==> src/rtl/gpr_bank_pkg.sv <==
package gpr_bank_pkg;
  typedef enum logic [1:0] {
    OP_RD_A = 2'd0,
    OP_RD_B = 2'd1,
    OP_WR   = 2'd2
  } gpr_op_e;
endpackage

==> src/rtl/gpr_cp_reg.sv <==
module gpr_cp_reg #(
  parameter int ADDR_W = 10
) (
  input  logic              clk_i,
  input  logic              rst_ni,
  input  logic              we_i,
  input  logic [ADDR_W-1:0] wdata_i,
  output logic [ADDR_W-1:0] cp_o
);
  always_ff @(posedge clk_i or negedge rst_ni) begin
    if (!rst_ni)   cp_o <= '0;
    else if (we_i) cp_o <= {wdata_i[ADDR_W-1:1], 1'b0};
  end
endmodule

==> src/rtl/gpr_addr_calc.sv <==
module gpr_addr_calc #(
  parameter int ADDR_W    = 10,
  parameter int IDX_W     = 4,
  parameter int RAM_BYTES = 1024
) (
  input  logic [ADDR_W-1:0] cp_i,
  input  logic [IDX_W-1:0]  idx_i,
  output logic [ADDR_W-1:0] addr_o,
  output logic              in_range_o
);
  // one spare bit so the carry past the RAM top stays visible
  localparam int SUM_W = ((ADDR_W > IDX_W + 1) ? ADDR_W : IDX_W + 1) + 1;

  logic [SUM_W-1:0] sum;

  assign sum        = SUM_W'(cp_i) + SUM_W'({idx_i, 1'b0});
  assign in_range_o = sum < SUM_W'(RAM_BYTES);
  assign addr_o     = sum[ADDR_W-1:0];
endmodule

==> src/rtl/gpr_access_seq.sv <==
module gpr_access_seq
  import gpr_bank_pkg::*;
#(
  parameter int DATA_W = 16,
  parameter int ADDR_W = 10,
  parameter int IDX_W  = 4
) (
  input  logic              clk_i,
  input  logic              rst_ni,
  input  logic              req_valid_i,
  input  logic              rd_a_en_i,
  input  logic [IDX_W-1:0]  rd_a_idx_i,
  input  logic              rd_b_en_i,
  input  logic [IDX_W-1:0]  rd_b_idx_i,
  input  logic              wr_en_i,
  input  logic [IDX_W-1:0]  wr_idx_i,
  input  logic [DATA_W-1:0] wr_data_i,
  output logic [IDX_W-1:0]  cur_idx_o,
  input  logic [ADDR_W-1:0] addr_i,
  input  logic              in_range_i,
  output logic              busy_o,
  output logic              rd_valid_o,
  output logic [DATA_W-1:0] rd_a_data_o,
  output logic [DATA_W-1:0] rd_b_data_o,
  output logic              range_err_o,
  output logic              ram_en_o,
  output logic              ram_we_o,
  output logic [ADDR_W-1:0] ram_addr_o,
  output logic [DATA_W-1:0] ram_wdata_o,
  input  logic [DATA_W-1:0] ram_rdata_i
);
  logic [2:0]        pend_q;  // {wr, rd_b, rd_a}
  logic [IDX_W-1:0]  rda_idx_q, rdb_idx_q, wr_idx_q;
  logic [DATA_W-1:0] wdata_q;
  logic              cap_q, cap_port_q, cap_zero_q, cap_last_q;
  logic              rd_valid_q, err_q;
  logic [DATA_W-1:0] rd_q [2];

  gpr_op_e cur_op;
  logic    cur_valid, is_rd, more_rd, accept;

  assign busy_o = (|pend_q) | cap_q;
  assign accept = req_valid_i & ~busy_o;

  always_comb begin
    cur_op    = OP_WR;
    cur_idx_o = wr_idx_q;
    if (pend_q[0]) begin
      cur_op    = OP_RD_A;
      cur_idx_o = rda_idx_q;
    end else if (pend_q[1]) begin
      cur_op    = OP_RD_B;
      cur_idx_o = rdb_idx_q;
    end
  end

  assign cur_valid = |pend_q;
  assign is_rd     = cur_op != OP_WR;
  assign more_rd   = (cur_op == OP_RD_A) & pend_q[1];

  assign ram_en_o    = cur_valid & in_range_i;
  assign ram_we_o    = ram_en_o & ~is_rd;
  assign ram_addr_o  = addr_i;
  assign ram_wdata_o = wdata_q;

  always_ff @(posedge clk_i or negedge rst_ni) begin
    if (!rst_ni) begin
      pend_q    <= '0;
      rda_idx_q <= '0;
      rdb_idx_q <= '0;
      wr_idx_q  <= '0;
      wdata_q   <= '0;
    end else if (accept) begin
      pend_q    <= {wr_en_i, rd_b_en_i, rd_a_en_i};
      rda_idx_q <= rd_a_idx_i;
      rdb_idx_q <= rd_b_idx_i;
      wr_idx_q  <= wr_idx_i;
      wdata_q   <= wr_data_i;
    end else if (cur_valid) begin
      pend_q <= pend_q & ~(3'b001 << cur_op);
    end
  end

  always_ff @(posedge clk_i or negedge rst_ni) begin
    if (!rst_ni) begin
      cap_q      <= 1'b0;
      cap_port_q <= 1'b0;
      cap_zero_q <= 1'b0;
      cap_last_q <= 1'b0;
      err_q      <= 1'b0;
      rd_valid_q <= 1'b0;
    end else begin
      cap_q      <= cur_valid & is_rd;
      cap_port_q <= cur_op == OP_RD_B;
      cap_zero_q <= ~in_range_i;
      cap_last_q <= ~more_rd;
      err_q      <= cur_valid & ~in_range_i;
      rd_valid_q <= cap_q & cap_last_q;
    end
  end

  for (genvar p = 0; p < 2; p++) begin : g_cap
    always_ff @(posedge clk_i or negedge rst_ni) begin
      if (!rst_ni)                          rd_q[p] <= '0;
      else if (accept)                      rd_q[p] <= '0;
      else if (cap_q && cap_port_q == 1'(p)) rd_q[p] <= cap_zero_q ? '0 : ram_rdata_i;
    end
  end

  assign rd_a_data_o = rd_q[0];
  assign rd_b_data_o = rd_q[1];
  assign rd_valid_o  = rd_valid_q;
  assign range_err_o = err_q;
endmodule

==> src/rtl/gpr_bank_mapper.sv <==
module gpr_bank_mapper #(
  parameter int DATA_W    = 16,
  parameter int NUM_REGS  = 16,
  parameter int RAM_BYTES = 1024,
  localparam int ADDR_W   = $clog2(RAM_BYTES),
  localparam int IDX_W    = $clog2(NUM_REGS)
) (
  input  logic              clk_i,
  input  logic              rst_ni,
  input  logic              cp_we_i,
  input  logic [ADDR_W-1:0] cp_wdata_i,
  output logic [ADDR_W-1:0] cp_o,
  input  logic              req_valid_i,
  input  logic              rd_a_en_i,
  input  logic [IDX_W-1:0]  rd_a_idx_i,
  input  logic              rd_b_en_i,
  input  logic [IDX_W-1:0]  rd_b_idx_i,
  input  logic              wr_en_i,
  input  logic [IDX_W-1:0]  wr_idx_i,
  input  logic [DATA_W-1:0] wr_data_i,
  output logic              busy_o,
  output logic              rd_valid_o,
  output logic [DATA_W-1:0] rd_a_data_o,
  output logic [DATA_W-1:0] rd_b_data_o,
  output logic              range_err_o,
  output logic              ram_en_o,
  output logic              ram_we_o,
  output logic [ADDR_W-1:0] ram_addr_o,
  output logic [DATA_W-1:0] ram_wdata_o,
  input  logic [DATA_W-1:0] ram_rdata_i
);
  logic [IDX_W-1:0]  cur_idx;
  logic [ADDR_W-1:0] cur_addr;
  logic              cur_in_range;

  gpr_cp_reg #(.ADDR_W(ADDR_W)) u_cp (
    .clk_i   (clk_i),
    .rst_ni  (rst_ni),
    .we_i    (cp_we_i),
    .wdata_i (cp_wdata_i),
    .cp_o    (cp_o)
  );

  gpr_addr_calc #(.ADDR_W(ADDR_W), .IDX_W(IDX_W), .RAM_BYTES(RAM_BYTES)) u_addr (
    .cp_i       (cp_o),
    .idx_i      (cur_idx),
    .addr_o     (cur_addr),
    .in_range_o (cur_in_range)
  );

  gpr_access_seq #(.DATA_W(DATA_W), .ADDR_W(ADDR_W), .IDX_W(IDX_W)) u_seq (
    .clk_i       (clk_i),
    .rst_ni      (rst_ni),
    .req_valid_i (req_valid_i),
    .rd_a_en_i   (rd_a_en_i),
    .rd_a_idx_i  (rd_a_idx_i),
    .rd_b_en_i   (rd_b_en_i),
    .rd_b_idx_i  (rd_b_idx_i),
    .wr_en_i     (wr_en_i),
    .wr_idx_i    (wr_idx_i),
    .wr_data_i   (wr_data_i),
    .cur_idx_o   (cur_idx),
    .addr_i      (cur_addr),
    .in_range_i  (cur_in_range),
    .busy_o      (busy_o),
    .rd_valid_o  (rd_valid_o),
    .rd_a_data_o (rd_a_data_o),
    .rd_b_data_o (rd_b_data_o),
    .range_err_o (range_err_o),
    .ram_en_o    (ram_en_o),
    .ram_we_o    (ram_we_o),
    .ram_addr_o  (ram_addr_o),
    .ram_wdata_o (ram_wdata_o),
    .ram_rdata_i (ram_rdata_i)
  );
endmodule

==> config.mk <==
export PLATFORM = sky130hd
export DESIGN_NAME = gpr_bank_mapper
export DESIGN_NICKNAME = d
export VERILOG_FILES = /design/src/rtl/gpr_bank_pkg.sv /design/src/rtl/gpr_cp_reg.sv /design/src/rtl/gpr_addr_calc.sv /design/src/rtl/gpr_access_seq.sv /design/src/rtl/gpr_bank_mapper.sv
export SDC_FILE = /design/constraint.sdc
export NUM_CORES = 1
export LEC_CHECK = 0
export BUFFER_PORTS_ARGS = -buffer_cell sky130_fd_sc_hd__buf_4
export CORE_MARGIN = 4
export CORE_UTILIZATION = 55
export CTS_BUF_LIST = sky130_fd_sc_hd__clkbuf_8
export DETAILED_ROUTE_END_ITERATION = 6
export PLACE_DENSITY_LB_ADDON = 0.08
export SETUP_SLACK_MARGIN = 0.02
export SLEW_MARGIN = 10
export SYNTH_ARGS = -nofsm -noshare
export SYNTH_HDL_FRONTEND = slang
export SYNTH_SLANG_ARGS = --single-unit
export TNS_END_PERCENT = 10
==> constraint.sdc <==
create_clock -name clk_i -period 7 [get_ports clk_i]
set_clock_uncertainty 0.1 [all_clocks]
set_input_delay 0.7 -clock clk_i [delete_from_list [all_inputs] [get_ports clk_i]]
set_output_delay 0.7 -clock clk_i [all_outputs]
set_load 0.005 [all_outputs]
==> results of run 1 <==
## layout make-up
type,instances,area [um^2]
clock buffer,11,151.4
clock inverter,4,22.52
fill,482,1719
inverter,8,30.03
multi-input combinational,218,1475
sequential,78,1952
tap,77,96.34
timing repair buffer,130,975.9
## state kept, by name, summed over array words and instances, names as in the netlist
name	cells
u_seq.ram_wdata_o	16
u_seq.wr_idx_q	4
u_seq.cap_zero_q	1
u_seq.rdb_idx_q	4
u_seq.cap_q	1
u_seq.rda_idx_q	4
u_seq.range_err_o	1
u_seq.pend_q	3
u_cp.cp_o	9
u_seq.rd_b_data_o	16
u_seq.cap_last_q	1
u_seq.rd_a_data_o	16
u_seq.cap_port_q	1
u_seq.rd_valid_o	1
## cell families after synthesis
kind of cell               share of synthesized area
DFF                                           0.5308
xor gates and xnor gates                     0.01191
muxes                                         0.1415
AOI/OAI and AO/OA                            0.08370
and+or+nand+nor                               0.1429
other                                       0.001020
buffers and inverters                        0.06907
adders and majority gates                    0.01905
## worst paths after layout
kind | to | slack (ps)
setup / recovery | ram_addr_o[9] | 3480
hold / removal | u_seq.rd_valid_o$_DFF_PN0_ | 370
setup reg to reg | u_seq.ram_wdata_o[1]$_DFFE_PN0P_ | 4420
hold reg to reg | u_seq.rd_valid_o$_DFF_PN0_ | 370
max in group asynchronous | u_seq.rd_b_data_o[11]$_DFFE_PN0P_ | 5760
min in group asynchronous | u_seq.rd_a_data_o[13]$_DFFE_PN0P_ | 390
## power groups by stage
stage / combinational, mW / clock, mW / sequential, mW
after CTS: 0.746 / 0.307 / 0.697
after floorplan: 0.475 / 0 / 0.691
after global placement: 0.721 / 0 / 0.697
after global routing: 0.808 / 0.330 / 0.716
after detailed placement: 0.742 / 0 / 0.705
final: 0.734 / 0.302 / 0.697
## metrics by stage
stage / worst slack, ps / instances
after floorplan: 4141 / 333
after global placement: 3908 / 511
after detailed placement: 3824 / 511
after CTS: 3446 / 526
after global routing: 3356 / 526
final: 3478 / 526
## per-layer routing
metal | vias to the layer above | wire length [um] | GRT usage
li1 | 1312 | - | -
met1 | 1342 | 3260 | 0.2425
met2 | 97 | 4222 | 0.3515
met3 | 11 | 627 | 0.06427
met4 | 0 | 125 | 0.06897
met5 | - | 0 | 0
## cell usage in the layout, fill, tap and decap left out, types with 5 or more instances in the layout
| master | netlist | final |
|---|---|---|
| clkbuf_8 | 0 | 11 |
| o21ai_0 | 5 | 5 |
| buf_4 | 11 | 130 |
| dfrtp_1 | 78 | 78 |
| mux2_2 | 14 | 14 |
| inv_1 | 8 | 9 |
| nor2b_1 | 18 | 18 |
| mux2_4 | 20 | 20 |
| a21oi_1 | 36 | 36 |
| nand2_1 | 73 | 73 |
==> flow_metrics.py, run 1 <==
metrics = {
    "power_and_ir_drop": {
        "power_density_nw_per_um2": 368.4,
        "power_frac_clock": 0.175,
        "seq_power_share": 0.402,
        "peakVddDrop_mv": 0.1941,
        "p_int_mw": 1.168,
        "p_comb_frac": 0.423,
        "p_total_mw": 1.733,
        "p_switching_uw": 564.2,
        "power.leakage_nw": 2.335,
        "switching_share": 0.3256,
    },
    "critical_path": {
        "worstSetupPathType": "reg -> out",
        "worstPathArrival_ps": 2720,
        "cpPeakStageDelay_ps": 540,
        "critPathTopFamily": "adder cells",
        "critical_path_buf_inv_count": 2,
        "worstPathCellList": "mux2i_1, o21ai_0, ha_1, inv_1, fa_1, nand2b_1, a211oi_1, xor2_1, buf_4",
        "worstPathMaxFanout": 9,
        "endpoint_kind": "output pin",
        "r2r_start": "u_seq.pend_q[1]$_DFFE_PN0P_",
        "startpoint_type": "register",
        "worst-r2r-cell-count": 3,
        "cp.depth": 9,
        "startpoint": "u_seq.pend_q[1]$_DFFE_PN0P_",
        "crit_slowest_cell": "dfrtp_1",
        "required_ps": 6200,
    },
    "sta": {
        "hold_viol": 0,
        "report.final.slew_viol_count": 0,
        "period_share": 0.5031,
        "max_slew_margin": 0.1934,
        "tns_ps": 0,
        "final-setup-viol-count": 0,
        "period_needed_ps": 3522,
        "rsz0062_at_grt": "no",
        "max_freq_ghz": 0.2839,
        "whs_ps": 370.9,
        "tightest_slew_ps": 1207,
    },
    "detailed_routing": {
        "drt-initial-drc-count": 121,
        "drtAntennaViolNets": 0,
        "viasPerCell": 5.251,
        "wl_um": 8236,
        "first_pass_iters": 4,
        "drc": 0,
        "vias": 2762,
        "wire_per_inst_um": 15.66,
    },
    "synthesis": {
        "synth.cell_area_um2": 3677,
        "synth_seq_area_share": 0.5308,
        "synthTopCellsByCount": "dfrtp_1, nand2_1, a21oi_1",
        "synth_area_per_cell_um2": 11.08,
        "async_flop_share": 1.000,
        "ys_ff_latch": 78,
        "yosysWarningCount": 0,
        "synth_top_cell_by_area": "dfrtp_1",
        "synthCells": 332,
        "yosysMostFrequentCell": "dfrtp_1",
        "ys.flop_type": "dfrtp_1",
        "yosys-top-cells-area": "dfrtp_1, mux2_4, nand2_1",
        "synth_cell_types": 37,
        "synth_top_area_frac": 0.5308,
        "synth_edf_count": 0,
    },
    "clock_tree": {
        "holdBufCountCts": 0,
        "clkSinkCount": 78,
        "cts_buffers": 9,
        "cts_max_path_buffers": 2,
        "ctsRootBufferMaster": "clkbuf_8",
        "cts_setup_buffers": 0,
        "worst_skew_pair.late_latency_ps": 340,
        "postCtsResizedCells": 0,
        "cts_tree": "done",
        "ctsHtreeMaxLevel": 3,
        "clk_pin_slew_ps": 80,
    },
    "global_routing": {
        "grt_pass1_wl_um": 13510,
        "grt_pass1_vias": 2838,
        "antenna_found_initial": 0,
        "grt_max_degree": 79,
        "grt_usage": 0.2040,
        "grt_overflow": 0,
    },
    "placement": {
        "dp_hpwl_um": 5829,
        "place_area_um2": 4529,
        "gp_congestion": 0.7992,
        "io_buffers": 130,
    },
    "floorplanning": {
        "initial_core_util": 0.5726,
        "dieWidth_um": 89.77,
        "die-area_um2": 8058,
        "io_pins": 134,
        "rows": 29,
        "die_h_um": 89.77,
        "coreArea_um2": 6422,
    },
    "layout": {
        "drive_gt1_frac": 0.4031,
        "final_core_util": 0.7323,
        "stdcell_area_um2": 4703,
        "antennaDiodeCount": 0,
        "layout.nets": 511,
        "area_growth_pct": 27.90,
    },
    "outcome": {
        "status": "finished clean",
    },
    "worst_hold_path": {
        "min-delay-start": "u_seq.cap_last_q$_DFF_PN0_",
        "holdPathStages": 1,
        "hp-class": "reg -> reg",
    },
    "flow_run": {
        "max_cap_viol_count": 0,
    },
}
Note: power is estimated with default switching activity, not from simulation.
==> run 2, diff against run 1 <==
- CORE_UTILIZATION: 55 -> 46
- clock period: 7 -> 3.2 ns (I/O delays scaled with it)
==> run 2 against run 1 <==
  * Combinational power grew 120%
  * Worst hold slack lost 370 ps
  * Largest power group unchanged
  * Die area grew 18%
  * Sequential share of layout area shrank 0.66 points
  * Final cell count grew 5.5%
  * First-iteration DRC count shrank 65%
  * Via count shrank 2.3%
  * Clock power grew 140%
  * Wire length shrank 0.52%
  * Global-route usage shrank 2.3 points
  * Flip-flop and latch count is the same
==> flow_metrics.py, run 2 (synthesis gave the netlist of run 1 again) <==
metrics = {
    "floorplanning": {
        "coreArea_um2": 7767,
        "io_pins": 134,
        "dieWidth_um": 97.41,
        "rows": 32,
        "initial_core_util": 0.4734,
        "die-area_um2": 9489,
        "die_h_um": 97.41,
    },
    "sta": {
        "tightest_slew_ps": 974.4,
        "period_needed_ps": 3053,
        "period_share": 0.9541,
        "report.final.slew_viol_count": 0,
        "whs_ps": 4.446,
        "final-setup-viol-count": 0,
        "max_freq_ghz": 0.3275,
        "hold_viol": 0,
        "max_slew_margin": 0.3504,
        "rsz0062_at_grt": "yes",
    },
    "placement": {
        "place_area_um2": 4583,
        "io_buffers": 130,
        "gp_congestion": 0.7062,
        "dp_hpwl_um": 5856,
    },
    "clock_tree": {
        "cts_tree": "done",
        "holdBufCountCts": 0,
        "cts_max_path_buffers": 2,
        "ctsRootBufferMaster": "clkbuf_8",
        "ctsHtreeMaxLevel": 3,
        "cts_buffers": 9,
        "worst_skew_pair.late_latency_ps": 340,
        "clkSinkCount": 78,
        "clk_pin_slew_ps": 80,
    },
    "detailed_routing": {
        "wl_um": 8193,
        "viasPerCell": 4.861,
        "first_pass_iters": 4,
        "drtAntennaViolNets": 0,
        "drc": 0,
        "drt-initial-drc-count": 42,
        "vias": 2698,
        "wire_per_inst_um": 14.76,
    },
    "layout": {
        "mostFrequentLayoutCells": "buf_4, dfrtp_1, nand2_1",
        "stdcell_area_um2": 4782,
        "drive_gt1_frac": 0.4106,
        "mostFrequentLayoutCell": "buf_4",
        "area_growth_pct": 30.04,
        "antennaDiodeCount": 0,
        "fillers": 689,
        "multi_input_area_um2": 1475,
        "final_core_util": 0.6157,
        "regArea_um2": 1953,
        "layout.nets": 514,
    },
    "global_routing": {
        "use_met3": 0.05169,
        "gr-usage-met2": 0.2989,
        "busiest_layer": "met2",
        "grt_overflow": 0,
        "antenna_found_initial": 0,
        "grt_pass1_vias": 2878,
        "grt_max_degree": 79,
        "use_met1": 0.2263,
        "grt_usage": 0.1812,
        "grt_pass1_wl_um": 13880,
    },
    "flow_run": {
        "max_cap_viol_count": 0,
    },
    "power_and_ir_drop": {
        "power.leakage_nw": 2.356,
        "peakVddDrop_mv": 0.3413,
        "power_density_nw_per_um2": 808.8,
        "power_frac_clock": 0.190,
        "p_switching_mw": 1.239,
        "p_int_mw": 2.629,
        "seq_power_share": 0.395,
        "switching_share": 0.3204,
        "p_comb_frac": 0.415,
    },
    "outcome": {
        "status": "finished clean",
    },
    "critical_path": {
        "startpoint_type": "register",
        "r2r_slack_ps": 890,
        "worstPathArrival_ps": 2630,
        "worst-r2r-cell-count": 4,
        "endpoint_kind": "output pin",
        "worstSetupPathType": "reg -> out",
        "worstPathMaxFanout": 9,
        "required_ps": 2780,
    },
    "worst_hold_path": {
        "hp-class": "in -> async",
    },
}
## run 2: changes by cell type in the layout (fill, tap and decap cells not counted), sizes merged
cell / previous run / this run
clkinvlp: 0 / 1
buf: 130 / 133
clkbuf: 11 / 10
bufinv: 0 / 1
## run 2: power groups by stage
stage | combinational [mW] | sequential, mW | clock [mW]
floorplan | 1.04 | 1.51 | 0
global placement | 1.61 | 1.53 | 0
detailed placement | 1.63 | 1.55 | 0
CTS | 1.64 | 1.53 | 0.764
global route | 1.78 | 1.58 | 0.803
finish | 1.61 | 1.53 | 0.735
## run 2: final timing paths
check,start,end
worst max-delay path,u_seq.pend_q[1]$_DFFE_PN0P_,ram_addr_o[9]
worst max register to register,u_seq.pend_q[0]$_DFFE_PN0P_,u_seq.rd_b_data_o[9]$_DFFE_PN0P_
min in group clk_i,rd_a_en_i,u_seq.pend_q[0]$_DFFE_PN0P_
worst min register to register,u_seq.cap_last_q$_DFF_PN0_,u_seq.rd_valid_o$_DFF_PN0_
max in group asynchronous,rst_ni,u_seq.pend_q[1]$_DFFE_PN0P_
worst min-delay path,rst_ni,u_seq.rd_a_data_o[11]$_DFFE_PN0P_
## run 2: layer usage
layer / vias up / share of wire / wire, um
li1: 1321 / - / -
met1: 1286 / 0.43 / 3485
met2: 81 / 0.49 / 4034
met3: 10 / 0.067 / 550
met4: 0 / 0.015 / 122
met5: - / 0 / 0
## run 2: area by class of cell
class | instances | area share
Clock buffer | 10 | 0.02878
Clock inverter | 6 | 0.01256
Inverter | 8 | 0.006279
Multi-Input combinational cell | 218 | 0.3085
Sequential cell | 78 | 0.4084
Tap cell | 102 | 0.02669
Timing Repair Buffer | 133 | 0.2088
## run 2: timing repair
item / in CTS / in global routing
gates resized for setup: 0 / 1
buffers inserted: 0 / 0
endpoints found under the setup margin: 0 / 2
## run 2: critical path: stages, from the launching register on
cell	delay, ps
dfrtp_2	490
mux2i_1	140
o21ai_0	190
ha_1	230
inv_1	60
fa_1	400
nand2b_1	200
a211oi_1	280
xor2_1	170
buf_4	130
## run 2: metrics by stage
| step | cells | setup WS, ps | power [mW] | TNS, ps |
|---|---|---|---|---|
| after floorplan | 333 | 721.5 | 2.550 | 0 |
| after global placement | 539 | 439.7 | 3.135 | 0 |
| after detailed placement | 539 | 421.9 | 3.178 | 0 |
| after CTS | 555 | 27.92 | 3.936 | 0 |
| after global routing | 555 | -22.43 | 4.157 | -38.82 |
| final | 555 | 146.8 | 3.868 | 0 |
